==> src/rtl/grab_pkg.sv <==
package grab_pkg;
    typedef enum logic [2:0] {
        ST_IDLE,
        ST_GRANT_WAIT,
        ST_READ,
        ST_WRITE,
        ST_RELEASE,
        ST_DONE
    } grab_state_t;

    localparam logic [1:0] SEL_SRC = 2'd0;
    localparam logic [1:0] SEL_DST = 2'd1;
    localparam logic [1:0] SEL_CNT = 2'd2;
endpackage

==> src/rtl/grab_trigger.sv <==
module grab_trigger #(
    parameter int AW = 16,
    parameter int DW = 8,
    parameter logic [AW-1:0] TRIG_ADDR = 16'hFF61,
    parameter logic [DW-1:0] NOP_OP = 8'h12
) (
    input  logic          clk,
    input  logic          rst,
    input  logic          enable,
    input  logic          guard_en,
    input  logic          bus_cycle,
    input  logic [AW-1:0] bus_addr,
    input  logic [DW-1:0] bus_din,
    output logic          start
);
    logic hit;
    logic arm_q;   // set by a guarded trigger, marks the next bus cycle as the fetch to inspect

    assign hit = enable && bus_cycle && (bus_addr == TRIG_ADDR);

    always_ff @(posedge clk) begin
        if (rst || !enable) begin
            arm_q <= 1'b0;
        end else if (arm_q && bus_cycle) begin
            arm_q <= 1'b0;
        end else if (hit && guard_en) begin
            arm_q <= 1'b1;
        end
    end

    always_comb begin
        start = 1'b0;
        if (enable) begin
            if (arm_q) begin
                start = bus_cycle && (bus_din == NOP_OP);
            end else begin
                start = hit && !guard_en;
            end
        end
    end
endmodule

==> src/rtl/grab_regs.sv <==
module grab_regs
    import grab_pkg::*;
#(
    parameter int AW = 16,
    parameter int CW = 16,
    parameter int CFG_W = 16
) (
    input  logic             clk,
    input  logic             rst,
    input  logic             cfg_open,
    input  logic             cfg_we,
    input  logic [1:0]       cfg_sel,
    input  logic [CFG_W-1:0] cfg_wdata,
    input  logic             step,
    output logic [AW-1:0]    src,
    output logic [AW-1:0]    dst,
    output logic [CW-1:0]    cnt
);
    always_ff @(posedge clk) begin
        if (rst) begin
            src <= '0;
            dst <= '0;
            cnt <= '0;
        end else if (step) begin
            src <= src + AW'(1);
            dst <= dst + AW'(1);
            cnt <= cnt - CW'(1);
        end else if (cfg_we && cfg_open) begin
            case (cfg_sel)
                SEL_SRC: src <= cfg_wdata[AW-1:0];
                SEL_DST: dst <= cfg_wdata[AW-1:0];
                SEL_CNT: cnt <= cfg_wdata[CW-1:0];
                default: ;
            endcase
        end
    end
endmodule

==> src/rtl/grab_seq.sv <==
module grab_seq
    import grab_pkg::*;
#(
    parameter int AW = 16,
    parameter int DW = 8
) (
    input  logic          clk,
    input  logic          rst,
    input  logic          start,
    input  logic          cpu_ba,
    input  logic          cpu_bs,
    input  logic          cnt_zero,
    input  logic          cnt_last,
    input  logic [AW-1:0] src,
    input  logic [AW-1:0] dst,
    input  logic [DW-1:0] bus_din,
    output logic          idle,
    output logic          step,
    output logic          halt_n,
    output logic [AW-1:0] dma_addr,
    output logic [DW-1:0] dma_dout,
    output logic          dma_rw,
    output logic          addr_oe,
    output logic          data_oe,
    output logic          rw_oe,
    output logic          done
);
    grab_state_t state, state_nx;
    logic [DW-1:0] byte_q;
    logic granted;

    assign granted = cpu_ba && cpu_bs;

    // state register
    always_ff @(posedge clk) begin
        if (rst) begin
            state <= ST_IDLE;
        end else begin
            state <= state_nx;
        end
    end

    always_ff @(posedge clk) begin
        if (rst) begin
            byte_q <= '0;
        end else if (state == ST_READ) begin
            byte_q <= bus_din;
        end
    end

    always_comb begin
        state_nx = state;
        unique case (state)
            ST_IDLE:       if (start) state_nx = ST_GRANT_WAIT;
            ST_GRANT_WAIT: if (granted) state_nx = cnt_zero ? ST_RELEASE : ST_READ;
            ST_READ:       state_nx = ST_WRITE;
            ST_WRITE:      state_nx = cnt_last ? ST_RELEASE : ST_READ;
            ST_RELEASE:    state_nx = ST_DONE;
            ST_DONE:       state_nx = ST_IDLE;
        endcase
    end

    // outputs
    always_comb begin
        idle     = 1'b0;
        step     = 1'b0;
        halt_n   = 1'b1;
        dma_addr = '0;
        dma_dout = byte_q;
        dma_rw   = 1'b1;
        addr_oe  = 1'b0;
        data_oe  = 1'b0;
        rw_oe    = 1'b0;
        done     = 1'b0;
        unique case (state)
            ST_IDLE:       idle = 1'b1;
            ST_GRANT_WAIT: halt_n = 1'b0;
            ST_READ: begin
                halt_n   = 1'b0;
                dma_addr = src;
                addr_oe  = 1'b1;
                rw_oe    = 1'b1;
            end
            ST_WRITE: begin
                halt_n   = 1'b0;
                dma_addr = dst;
                dma_rw   = 1'b0;
                addr_oe  = 1'b1;
                rw_oe    = 1'b1;
                data_oe  = 1'b1;
                step     = 1'b1;
            end
            ST_RELEASE:    halt_n = 1'b0;
            ST_DONE:       done = 1'b1;
        endcase
    end
endmodule

==> src/rtl/dma_bus_grabber.sv <==
module dma_bus_grabber #(
    parameter int AW = 16,
    parameter int DW = 8,
    parameter int CW = 16,
    parameter logic [AW-1:0] TRIG_ADDR = 16'hFF61,
    parameter logic [DW-1:0] NOP_OP = 8'h12,
    localparam int CFG_W = (AW > CW) ? AW : CW
) (
    input  logic             clk,
    input  logic             rst,
    input  logic             guard_en,
    input  logic             cfg_we,
    input  logic [1:0]       cfg_sel,
    input  logic [CFG_W-1:0] cfg_wdata,
    input  logic             bus_cycle,
    input  logic [AW-1:0]    bus_addr,
    input  logic [DW-1:0]    bus_din,
    input  logic             cpu_ba,
    input  logic             cpu_bs,
    input  logic             irq_in_n,
    output logic             halt_n,
    output logic             irq_out_n,
    output logic [AW-1:0]    dma_addr,
    output logic [DW-1:0]    dma_dout,
    output logic             dma_rw,
    output logic             addr_oe,
    output logic             data_oe,
    output logic             rw_oe,
    output logic             done
);
    logic          idle;
    logic          start;
    logic          step;
    logic [AW-1:0] src;
    logic [AW-1:0] dst;
    logic [CW-1:0] cnt;

    grab_trigger #(
        .AW(AW), .DW(DW), .TRIG_ADDR(TRIG_ADDR), .NOP_OP(NOP_OP)
    ) u_trig (
        .clk(clk), .rst(rst), .enable(idle), .guard_en(guard_en),
        .bus_cycle(bus_cycle), .bus_addr(bus_addr), .bus_din(bus_din),
        .start(start)
    );

    grab_regs #(.AW(AW), .CW(CW), .CFG_W(CFG_W)) u_regs (
        .clk(clk), .rst(rst), .cfg_open(idle), .cfg_we(cfg_we),
        .cfg_sel(cfg_sel), .cfg_wdata(cfg_wdata), .step(step),
        .src(src), .dst(dst), .cnt(cnt)
    );

    grab_seq #(.AW(AW), .DW(DW)) u_seq (
        .clk(clk), .rst(rst), .start(start), .cpu_ba(cpu_ba), .cpu_bs(cpu_bs),
        .cnt_zero(cnt == '0), .cnt_last(cnt == CW'(1)),
        .src(src), .dst(dst), .bus_din(bus_din),
        .idle(idle), .step(step), .halt_n(halt_n),
        .dma_addr(dma_addr), .dma_dout(dma_dout), .dma_rw(dma_rw),
        .addr_oe(addr_oe), .data_oe(data_oe), .rw_oe(rw_oe), .done(done)
    );

    // own halt request outranks interrupts
    assign irq_out_n = irq_in_n | ~halt_n;
endmodule

==> config.mk <==
export PLATFORM = sky130hd
export DESIGN_NAME = dma_bus_grabber
export DESIGN_NICKNAME = d
export VERILOG_FILES = /design/src/rtl/grab_pkg.sv /design/src/rtl/grab_trigger.sv /design/src/rtl/grab_regs.sv /design/src/rtl/grab_seq.sv /design/src/rtl/dma_bus_grabber.sv
export SDC_FILE = /design/constraint.sdc
export NUM_CORES = 1
export LEC_CHECK = 0
export ABC_AREA = 0
export BUFFER_PORTS_ARGS = -buffer_cell sky130_fd_sc_hd__buf_2
export CORE_MARGIN = 2
export CORE_UTILIZATION = 55
export DETAILED_ROUTE_END_ITERATION = 7
export HOLD_SLACK_MARGIN = 0.03
export PLACE_DENSITY = 0.93
export SETUP_SLACK_MARGIN = 0.1
export SLEW_MARGIN = 15
export SYNTH_ARGS = -nofsm -noshare
export SYNTH_HDL_FRONTEND = slang
export SYNTH_SLANG_ARGS = --single-unit
==> constraint.sdc <==
create_clock -name clk -period 2.15 [get_ports clk]
set_input_delay 0.3225 -clock clk [delete_from_list [all_inputs] [get_ports clk]]
set_output_delay 0.3225 -clock clk [all_outputs]
set_load 0.1 [all_outputs]
Word level (Yosys, flattened, before mapping)
Cells that the tools add are included.
{"block": "totals", "ff_bits": 60, "inputBits": 50, "wordCells": 70}
{"block": "op_classes", "addsub": 3, "eq_ne": 12, "muxes": 23, "n_bitwise": 1, "reduce_logical": 25}
{"operator": "2-to-1 mux 16 bit", "count": 9}
{"operator": "adder 16 x 1 -> 16 bit, second input constant", "count": 2}
{"operator": "case mux 16 bit (2 select lines)", "count": 1}
{"operator": "case mux 3 bit (6 select lines)", "count": 1}
{"operator": "== test 16 x 1 -> 1 bit, second input constant", "count": 1}
{"operator": "== test 16 bit, second input constant", "count": 1}
{"operator": "logical NOT 16 bit", "count": 1}
{"operator": "subtractor 16 x 1 -> 16 bit, second input constant", "count": 1}
{"operator": "2-to-1 mux 3 bit", "count": 4}
{"operator": "== test 8 x 5 -> 1 bit, second input constant", "count": 1}
{"operator": "logical AND 1 bit", "count": 8}
{"operator": "2-to-1 mux 1 bit", "count": 8}
{"operator": "AND reduction 2 bit", "count": 4}
{"operator": "nonzero test 2 bit", "count": 4}
{"operator": "== test 3 x 2 -> 1 bit, second input constant", "count": 2}
{"operator": "== test 3 bit, second input constant", "count": 2}
{"operator": "OR reduction 2 bit", "count": 2}
{"operator": "OR reduction 4 bit", "count": 1}
{"operator": "== test 3 x 1 -> 1 bit, second input constant", "count": 1}
{"operator": "logical NOT 3 bit", "count": 1}
{"operator": "== test 2 x 1 -> 1 bit, second input constant", "count": 1}
{"operator": "== test 2 bit, second input constant", "count": 1}
{"operator": "logical NOT 1 bit", "count": 2}
{"operator": "logical NOT 2 bit", "count": 1}
{"operator": "4 further kinds", "count": 4}

Longest topological paths before layout
Gate-level depths: netlist of run 1.
{"block": "depth", "word_depth": 9, "depth_mapped": 8, "ltp_nobuf": 6}

Hierarchy
From an unflattened synthesis of run 1, not the netlist that was laid out.
{"block": "unflattened", "cells_unflattened": 482, "area_unflattened_um2": 3744.8}
{"mod": "grab_regs", "instances": 1, "cells_per_inst": 359, "area_per_inst_um2": 2722.6, "seq_area_each_um2": 960.9}
{"mod": "grab_seq", "instances": 1, "cells_per_inst": 97, "area_per_inst_um2": 790.8, "seq_area_each_um2": 220.2}
{"mod": "grab_trigger", "instances": 1, "cells_per_inst": 18, "area_per_inst_um2": 168.9, "seq_area_each_um2": 20.0}
{"mod": "dma_bus_grabber", "instances": 1, "cells_per_inst": 8, "area_per_inst_um2": 62.6, "seq_area_each_um2": 0.0}

Worst setup path after synthesis of run 1
Ideal clock, no wire load.
{"block": "synth_timing", "path_kind": "reg2out", "startpoint": "reg u_seq.state[0]", "endpoint": "out dma_addr[13]", "arrival_time_ns": 2.516, "required_time_ns": 1.827, "path_slack_ns": -0.689, "stages_incl_launch_ff": 6, "path_cell_list": "dfxtp_1 > buf_2 > clkbuf_1 > buf_1 > mux2i_1 > nor2_1"}
{"block": "synth_between", "elab_chain_cells": 2, "elab_cells_between_ends": 3, "cone_classes": "2 x eq/ne; 1 x mux"}
{"element": "start, declared", "line": "grab_seq.sv:28", "rtl": "grab_state_t state, state_nx;"}
{"element": "start signal, assigned", "line": "grab_seq.sv:39", "rtl": "state <= state_nx;"}
{"element": "== test 3 x 2 -> 1 bit", "line": "grab_seq.sv:75", "rtl": "unique case (state)"}
{"element": "case mux 16 bit (2 select lines) (*)", "line": "grab_seq.sv:75"}
{"element": "end, declared", "line": "dma_bus_grabber.sv:23", "rtl": "output logic [AW-1:0] dma_addr,"}
Every way passes the cells marked *; elsewhere a longest branch is shown, timed or not.

Final worst setup path of run 1
{"block": "layout_timing", "startpoint": "reg u_regs.src[1]", "endpoint": "reg u_regs.src[14]"}
{"block": "layout_between", "elab_chain_cells": 2}
{"element": "start, declared", "line": "grab_regs.sv:15", "rtl": "output logic [AW-1:0] src,"}
{"element": "start signal, assigned", "line": "grab_regs.sv:25", "rtl": "src <= src + AW'(1);"}
{"element": "start signal, assigned", "line": "grab_regs.sv:30", "rtl": "SEL_SRC: src <= cfg_wdata[AW-1:0];"}
{"element": "adder 16 x 1 -> 16 bit", "line": "grab_regs.sv:25"}
{"element": "2-to-1 mux 16 bit", "line": "grab_regs.sv:24", "rtl": "end else if (step) begin"}
Every way passes these cells.
A chain may end at the register's enable or synchronous reset.

==> metrics.txt, run 1 <==
Period minus WS final=2.06 ns; Pwr Density=516 mW/mm2; nets=609; Mapped Nets=530; final non-filler cell area=0.00493 mm2; Worst-Margin Slew=0.550 ns; Synth top area share=32.3%; main flop type after synthesis=dfxtp_1; Syn-to-layout area delta=32.6%; failing checks=design-rule violations; die area=0.00743 mm2; Critical Path Sink Type=flop; total power=2.54 mW; Netlist cell types=62; RSZ-0062 raised after global routing=no; leakage=1.71 nW; startpoint types=flop; worst r2r src=u_regs.src[1]; Core Rows=29; ys async rst share=0%; Ports=81; first-pass GRT wire length=19,800 um; clock slew at reported path FFs=0.07 ns; total grt overflow=0; GRT Util Overall=33.5%; htree depth=3; fin util=76.3%; Setup violations, final=0; hold path depth=3; worst ir drop on vdd=0.532 mV; Avg Cell Area, Syn=7.81 um2; drt total wl=12,800 um; CTS root buf=clkbuf_8; die height=86.2 um; Top Family by Delay on Critical Path=simple AND/OR/NAND/NOR gates; Multi-input gate area=0.00248 mm2; crit path buf inv count=0; crit path from=u_regs.src[1]; Vias/cell=7.14; port bufs=80; WP data arrival=2.29 ns; max capacitance violation total=0; met2 WL post-DR=5510 um; DRT Pass-1 Iters=8; Inserted Clock Buffers=9; Starting Density=57.6%; Die Wd=86.2 um; Iteration-0 DRC Markers=858; n_diodes=0; Crit. path cell count=5; Worst Path Class, Setup=reg -> reg; core footprint=0.00646 mm2; worst min path class=in -> reg; max incr delay on CP=0.48 ns; clk_lat worst skew=0.35 ns; hpwl dp=8800 um; final setup TNS=0 ns; Placement Cell Area=0.00469 mm2; DRC=7; largest net degree at the start of global routing=25; CTS tree=built; Clock Path Buffers=2; Final Hold Viols=0; top layer reached by signal wires=met4; ranking of synthesized cells by area=dfxtp_1 32%, a21oi_1 5.3%, mux2i_1 5.1%; f_max=0.485 GHz; # fillers=417; Seq/Total Area, Yosys=32.3%; slowest CP cell=dfxtp_1; Synth area leader=dfxtp_1; placer congestion estimate=1.04; Slew Limit Headroom=63.3%; critical path, cell by cell=ha_1, nand4_1, nor4_2, nor3_1, a2111oi_2; Seq cells post-synth=60; Syn Inst Count=476; R2R setup slack=0.09 ns; reg-to-reg endpoint=u_regs.src[14]; initial antenna violation count=0; Reg2Reg Depth=5; Period Utilization, post-route=96.0%; status=complete, but fails checks; Routed WL per cell=20.1 um; Slew Limit Fails=0; vias in the first global route=4,150; Post-synth EDFFs=0; post-route ant nets=0; sequential cell area=0.00120 mm2; clk_skew=0.0108 ns; via count=4,538; Synth Cell Area=0.00372 mm2; Synth Warn #=0; fraction of layout cells with a size suffix above 1=27.5%; commonest cells after routing, fill and taps aside=58 x dfxtp_1, 57 x buf_2, 44 x nand2_1; most common cell after layout, fill and taps aside=dfxtp_1; Required @ worst endpoint=2.37 ns; met3 WL post-DR=1780 um; met1 WL=4550 um; end of the critical path=u_regs.src[14]; clock sinks=60; crit-path max FO=7
## area by class of cell
cell class,count,area share [%]
clock buffer,10,2.79
clock inverter,5,1.07
inverter,11,0.913
multi-input combinational,373,50.4
sequential,60,24.4
tap,77,1.95
timing repair buffer,100,18.5
## tightest hold or removal path: cells and delay by family
family / cells / cell delay (ns)
simple gates: 1 / 0.05
compound gates: 1 / 0.05
buf+inv: 1 / 0.10
## what timing repair did
| item | CTS | global route |
|---|---|---|
| setup buffers | 0 | 0 |
| endpoints found under the setup margin | 15 | 27 |
| resized for setup | 3 | 9 |
| hold buffers | 0 | 0 |
## power breakdown
group / total, mW / internal, mW / switching, mW
combinational: 0.326 / 0.132 / 0.193
sequential: 1.21 / 1.15 / 0.0583
clock: 1.01 / 0.554 / 0.460
## cells by family after synthesis
family	synth area share, %
simple gates	30.0
compound gates	24.8
flops	32.3
buf+inv	5.15
mux	5.72
fa+ha+maj	1.35
xor+xnor	0.707
## registers in the layout, summed over array words and instances, names as in the netlist
| name | count |
|---|---|
| u_regs.dst | 16 |
| u_regs.src | 16 |
| u_seq.dma_dout | 8 |
| u_trig.arm_q | 1 |
| u_seq.state | 3 |
| u_regs.cnt | 16 |
## per-stage QoR
step / worst slack, ns / hold WS, ns / instances
floorplan: 0.125 / 0.412 / 476
global placement: 0.317 / 0.459 / 621
detailed placement: 0.193 / 0.465 / 621
CTS: 0.104 / 0.213 / 636
global route: 0.0157 / 0.210 / 636
finish: 0.0863 / 0.221 / 636
## worst min-delay path by stage
stage | start | end | slack, ns
after floorplan | rst | u_regs.cnt[9] | 0.41
after global placement | u_seq.dma_dout[4] | u_seq.dma_dout[4] | 0.46
after detailed placement | u_seq.dma_dout[4] | u_seq.dma_dout[4] | 0.47
after CTS | bus_din[7] | u_seq.dma_dout[7] | 0.21
after global routing | bus_din[7] | u_seq.dma_dout[7] | 0.21
final | bus_din[7] | u_seq.dma_dout[7] | 0.22
## cells in the mapped netlist, drive strengths merged (2+ instances only)
cell	instances
clkbuf	20
nand4b	2
nand4	15
a311oi	6
inv	11
and4	3
a32oi	4
o211ai	8
buf	12
o311ai	4
nor2b	2
nor2	40
o21ai	25
a2bb2oi	5
nand2b	4
nand3	20
nor4b	5
nand3b	4
a211o	2
mux2i	19
nor4	14
nor3b	2
or4	6
and3	9
dfxtp	60
mux2	2
a211oi	14
nor3	16
xnor2	2
a22oi	2
ha	4
or3	10
a31oi	15
nand2	46
a2111oi	4
or4b	2
and2	3
a221oi	2
a21oi	39
a41oi	2
## layer usage
| layer | vias to the layer above | global-route usage, % |
|---|---|---|
| met5 | - | 0 |
| met4 | 0 | 18.9 |
| met3 | 113 | 10.6 |
| met2 | 412 | 51.4 |
| met1 | 2023 | 41.8 |
| li1 | 1990 | - |
Note: power is estimated with default switching activity, not from simulation.
==> run 2, diff against run 1 <==
- ABC_AREA: 0 -> not set
- CORE_UTILIZATION: 55 -> 59
- PLACE_DENSITY: 0.93 -> 0.95
- clock period: 2.15 -> 2.55 ns (I/O delays scaled with it)
==> run 2 against run 1 <==
  * The flow now finishes without violations
  * Global-route usage grew 3.6 points
  * Flip-flop and latch count is the same
  * Combinational power shrank 21%
  * Critical path type is now reg -> out
  * Largest cell class unchanged
  * Highest routed layer unchanged
==> metrics.txt, run 2 (synthesized netlist as in run 1, its figures left out) <==
clock slew at reported path FFs=0.07 ns; DRC=0; GRT Util Overall=37.1%; Worst-Margin Slew=0.748 ns; Pwr Density=453 mW/mm2; Final Hold Viols=0; Syn-to-layout area delta=28.3%; n_diodes=0; CP most frequent cell=buf_4; Die Wd=83.4 um; Period Utilization, post-route=87.8%; Critical Path Sink Type=output port; RSZ-0062 raised after global routing=no; vias in the first global route=4,353; status=finished, final reports clean; Setup violations, final=0; Regs by FF count=u_regs.cnt (16), u_regs.dst (16), u_regs.src (16); slowest CP cell=dfxtp_1; Vias/cell=7.25; Post-CTS Setup Bufs=0; startpoint types=flop; Core Rows=28; max capacitance violation total=0; total grt overflow=0; critical path, cell by cell=buf_4, nand2b_1, buf_4, nor2_1, buf_12; PostCTS Resize Cnt=0; Slew Limit Headroom=49.7%; drt total wl=12,800 um; hpwl dp=9010 um; port bufs=80; commonest cells after routing, fill and taps aside=60 x buf_2, 60 x dfxtp_1, 44 x nand2_1; WHS=0.284 ns; htree depth=3; Routed WL per cell=20.2 um; post-route ant nets=0; Period minus WS final=2.24 ns; Iteration-0 DRC Markers=683; fin util=79.6%; initial antenna violation count=0; first-pass GRT wire length=20,900 um; via count=4,582; Starting Density=62.1%; die area=0.00695 mm2; crit path buf inv count=3; Required @ worst endpoint=2.17 ns; Slew Limit Fails=0; CTS root buf=clkbuf_8; cts hold-fix bufs=0; R2R setup slack=0.40 ns; Top Family by Delay on Critical Path=buffers and inverters; Inserted Clock Buffers=9; worst ir drop on vdd=0.492 mV; CTS tree=built; core footprint=0.00599 mm2; die height=83.4 um; fraction of layout cells with a size suffix above 1=25.5%; largest net degree at the start of global routing=61; clock sinks=60; worst min path class=in -> reg; crit-path max FO=14; f_max=0.447 GHz; leakage=1.70 nW; clk_lat worst skew=0.35 ns; max incr delay on CP=0.47 ns; Ports=81; nets=606; Worst Path Class, Setup=reg -> out; Post-Place Setup Slack=0.428 ns; clk_skew=0.00983 ns; WP data arrival=1.86 ns; Clock Path Buffers=2; placer congestion estimate=1.08; final worst slack=0.312 ns; DRT Pass-1 Iters=6
[run 2: final timing paths]
check                                       start           endpoint  cells after the start
worst max-delay path               u_seq.state[2]        dma_addr[4]                      5
worst min-delay path                   bus_din[3]  u_seq.dma_dout[3]                      3
worst max register to register     u_seq.state[0]     u_regs.src[10]                      6
worst min register to register  u_seq.dma_dout[2]  u_seq.dma_dout[2]                      2
[run 2: area by class of cell]
cell class | count | area, um2
sequential | 60 | 1200
inverter | 11 | 41.3
clock buffer | 11 | 151
timing repair buffer | 97 | 841
fill | 358 | 1220
tap | 75 | 93.8
clock inverter | 5 | 50.0
multi-input combinational | 373 | 2390
[run 2: tightest hold or removal path: stages]
cell	delay, ns
buf_2	0.11
nand2_1	0.05
a21oi_1	0.05
[run 2: layer usage]
metal  up-vias  GRT usage [%]  share of wire (%)  routed length, um
li1       1982              -                  -                  -
met1      2085           43.5                 35               4530
met2       404           59.2                 45               5780
met3       111           11.4                 12               1570
met4         0           22.7                7.2                916
met5         -              0                  0                  0
[run 2: power by group]
| part | leakage [nW] | internal [mW] | switching [mW] |
|---|---|---|---|
| Combinational | 1.10 | 0.104 | 0.152 |
| Clock | 0.109 | 0.498 | 0.392 |
| Sequential | 0.487 | 0.967 | 0.0493 |
| Total | 1.70 | 1.57 | 0.593 |
[run 2: per-stage QoR]
step | instances | power [mW] | TNS [ns] | area, um2
floorplan | 476 | 1.16 | -0.292 | 3790
global placement | 616 | 1.26 | 0 | 4570
detailed placement | 616 | 1.28 | 0 | 4570
CTS | 632 | 2.14 | 0 | 4770
global route | 632 | 2.22 | 0 | 4770
finish | 632 | 2.16 | 0 | 4770
==> run 3, diff against run 2 <==
- CORE_UTILIZATION: 59 -> 61
- CTS_BUF_LIST: not set -> sky130_fd_sc_hd__clkbuf_8
- PLACE_DENSITY: 0.95 -> not set
- PLACE_DENSITY_LB_ADDON: not set -> 0.08
==> run 3 against run 2 <==
  * Sequential power is essentially flat
  * Hold slack better by 0.0046 ns
  * Sequential share of layout area decreased by 0.14 points
  * Wire length is 2.4% lower
  * Clock power is 23% higher
  * Flip-flop and latch count did not move
==> metrics.txt, run 3 (synthesized netlist as in run 1, its figures left out) <==
status=finished, final reports clean; port bufs=80; CTS tree=built; fin util=81.0%; crit-path max FO=27; sequential cell area=0.00120 mm2; Iteration-0 DRC Markers=653; Critical Path Sink Type=output port; leakage=1.70 nW; Slew Limit Headroom=42.4%; fraction of layout cells with a size suffix above 1=24.9%; Pwr Density=491 mW/mm2; Required @ worst endpoint=2.17 ns; hold path depth=3; WP data arrival=1.97 ns; Inserted Clock Buffers=9; htree depth=3; startpoint types=flop; CTS root buf=clkbuf_8; clock sinks=60; crit path buf inv count=2; commonest cells after routing, fill and taps aside=60 x buf_2, 60 x dfxtp_1, 44 x nand2_1; post-route ant nets=0; WHS=0.289 ns; Syn-to-layout area delta=29.0%; Reg2Reg Depth=5; Starting Density=62.8%; crit path from=u_seq.state[2]; critical path, cell by cell=nand3b_1, buf_4, buf_2; Core Rows=28; clk_skew=0.0151 ns; # fillers=408; vias in the first global route=3,897; Final Hold Viols=0; hpwl dp=8820 um; die height=82.1 um; Clock Path Buffers=2; worst r2r src=u_seq.state[0]; core footprint=0.00592 mm2; initial antenna violation count=0; Worst-Margin Slew=0.865 ns; Regs by FF count=u_regs.cnt (16), u_regs.dst (16), u_regs.src (16); die area=0.00673 mm2; slowest CP cell=dfxtp_1; Worst Path Class, Setup=reg -> out; Ports=81; Top Family by Delay on Critical Path=buffers and inverters; via count=4,369; Period Utilization, post-route=92.3%; largest net degree at the start of global routing=41; DRC=0; Vias/cell=6.95; max incr delay on CP=0.53 ns; clk_lat worst skew=0.35 ns; drt total wl=12,500 um; clock slew at reported path FFs=0.07 ns; placer congestion estimate=0.937; first-pass GRT wire length=19,500 um; Multi-input gate area=0.00239 mm2; nets=603; Setup violations, final=0; total power=2.36 mW; RSZ-0062 raised after global routing=no; f_max=0.425 GHz; Post-CTS Setup Bufs=0; total grt overflow=0; n_diodes=0; min-delay src=bus_din[1]; cts hold-fix bufs=0; max capacitance violation total=0; Die Wd=82.1 um; Period minus WS final=2.35 ns; worst min path class=in -> reg; Slew Limit Fails=0; Crit. path cell count=3; PostCTS Resize Cnt=0; Routed WL per cell=19.8 um; DRT Pass-1 Iters=5; worst ir drop on vdd=0.462 mV; GRT Util Overall=38.6%
[run 3: changes by cell type in the layout (fill, tap and decap cells not counted), sizes merged]
cell,previous run,this run
clkinv,4,1
buf,97,94
bufinv,1,3
inv,11,12
[run 3: area by class of cell]
type | count | area share (%)
multi-input cells | 373 | 49.9
clock inverters | 5 | 2.06
inverters | 11 | 0.861
repair buffers | 94 | 17.1
clock buffers | 11 | 3.16
well taps | 75 | 1.96
flip-flops and latches | 60 | 25.0
[run 3: worst min-delay path, stage by stage]
cell     delay, ns
buf_2         0.10
nand2_1       0.05
a21oi_1       0.05
[run 3: through the flow]
stage | worst slack, ns | area [um2] | TNS [ns] | cells
6_report | 0.196 | 4800 | 0 | 629
5_1_grt | 0.153 | 4800 | 0 | 629
3_5_place_dp | 0.400 | 4550 | 0 | 613
4_1_cts | 0.251 | 4800 | 0 | 629
2_1_floorplan | -0.156 | 3790 | -0.292 | 476
3_3_place_gp | 0.521 | 4550 | 0 | 613
[run 3: path summary, 6_finish.rpt]
kind / to / slack, ns
worst max-delay path: dma_rw / 0.20
worst min-delay path: u_seq.dma_dout[1] / 0.29
worst max register to register: u_regs.cnt[9] / 0.29
worst min register to register: u_seq.dma_dout[5] / 0.48
[run 3: report_power, final]
part / switching, mW / leakage, nW / internal [mW]
registers: 0.0473 / 0.487 / 0.967
clock network: 0.391 / 0.131 / 0.698
logic: 0.151 / 1.08 / 0.102
[run 3: per-layer routing]
metal / GRT usage (%) / vias to the layer above / part of all wire, %
li1: - / 1979 / -
met1: 51.6 / 2018 / 40
met2: 61.4 / 329 / 46
met3: 10.2 / 43 / 11
met4: 11.0 / 0 / 3.2
met5: 0 / - / 0
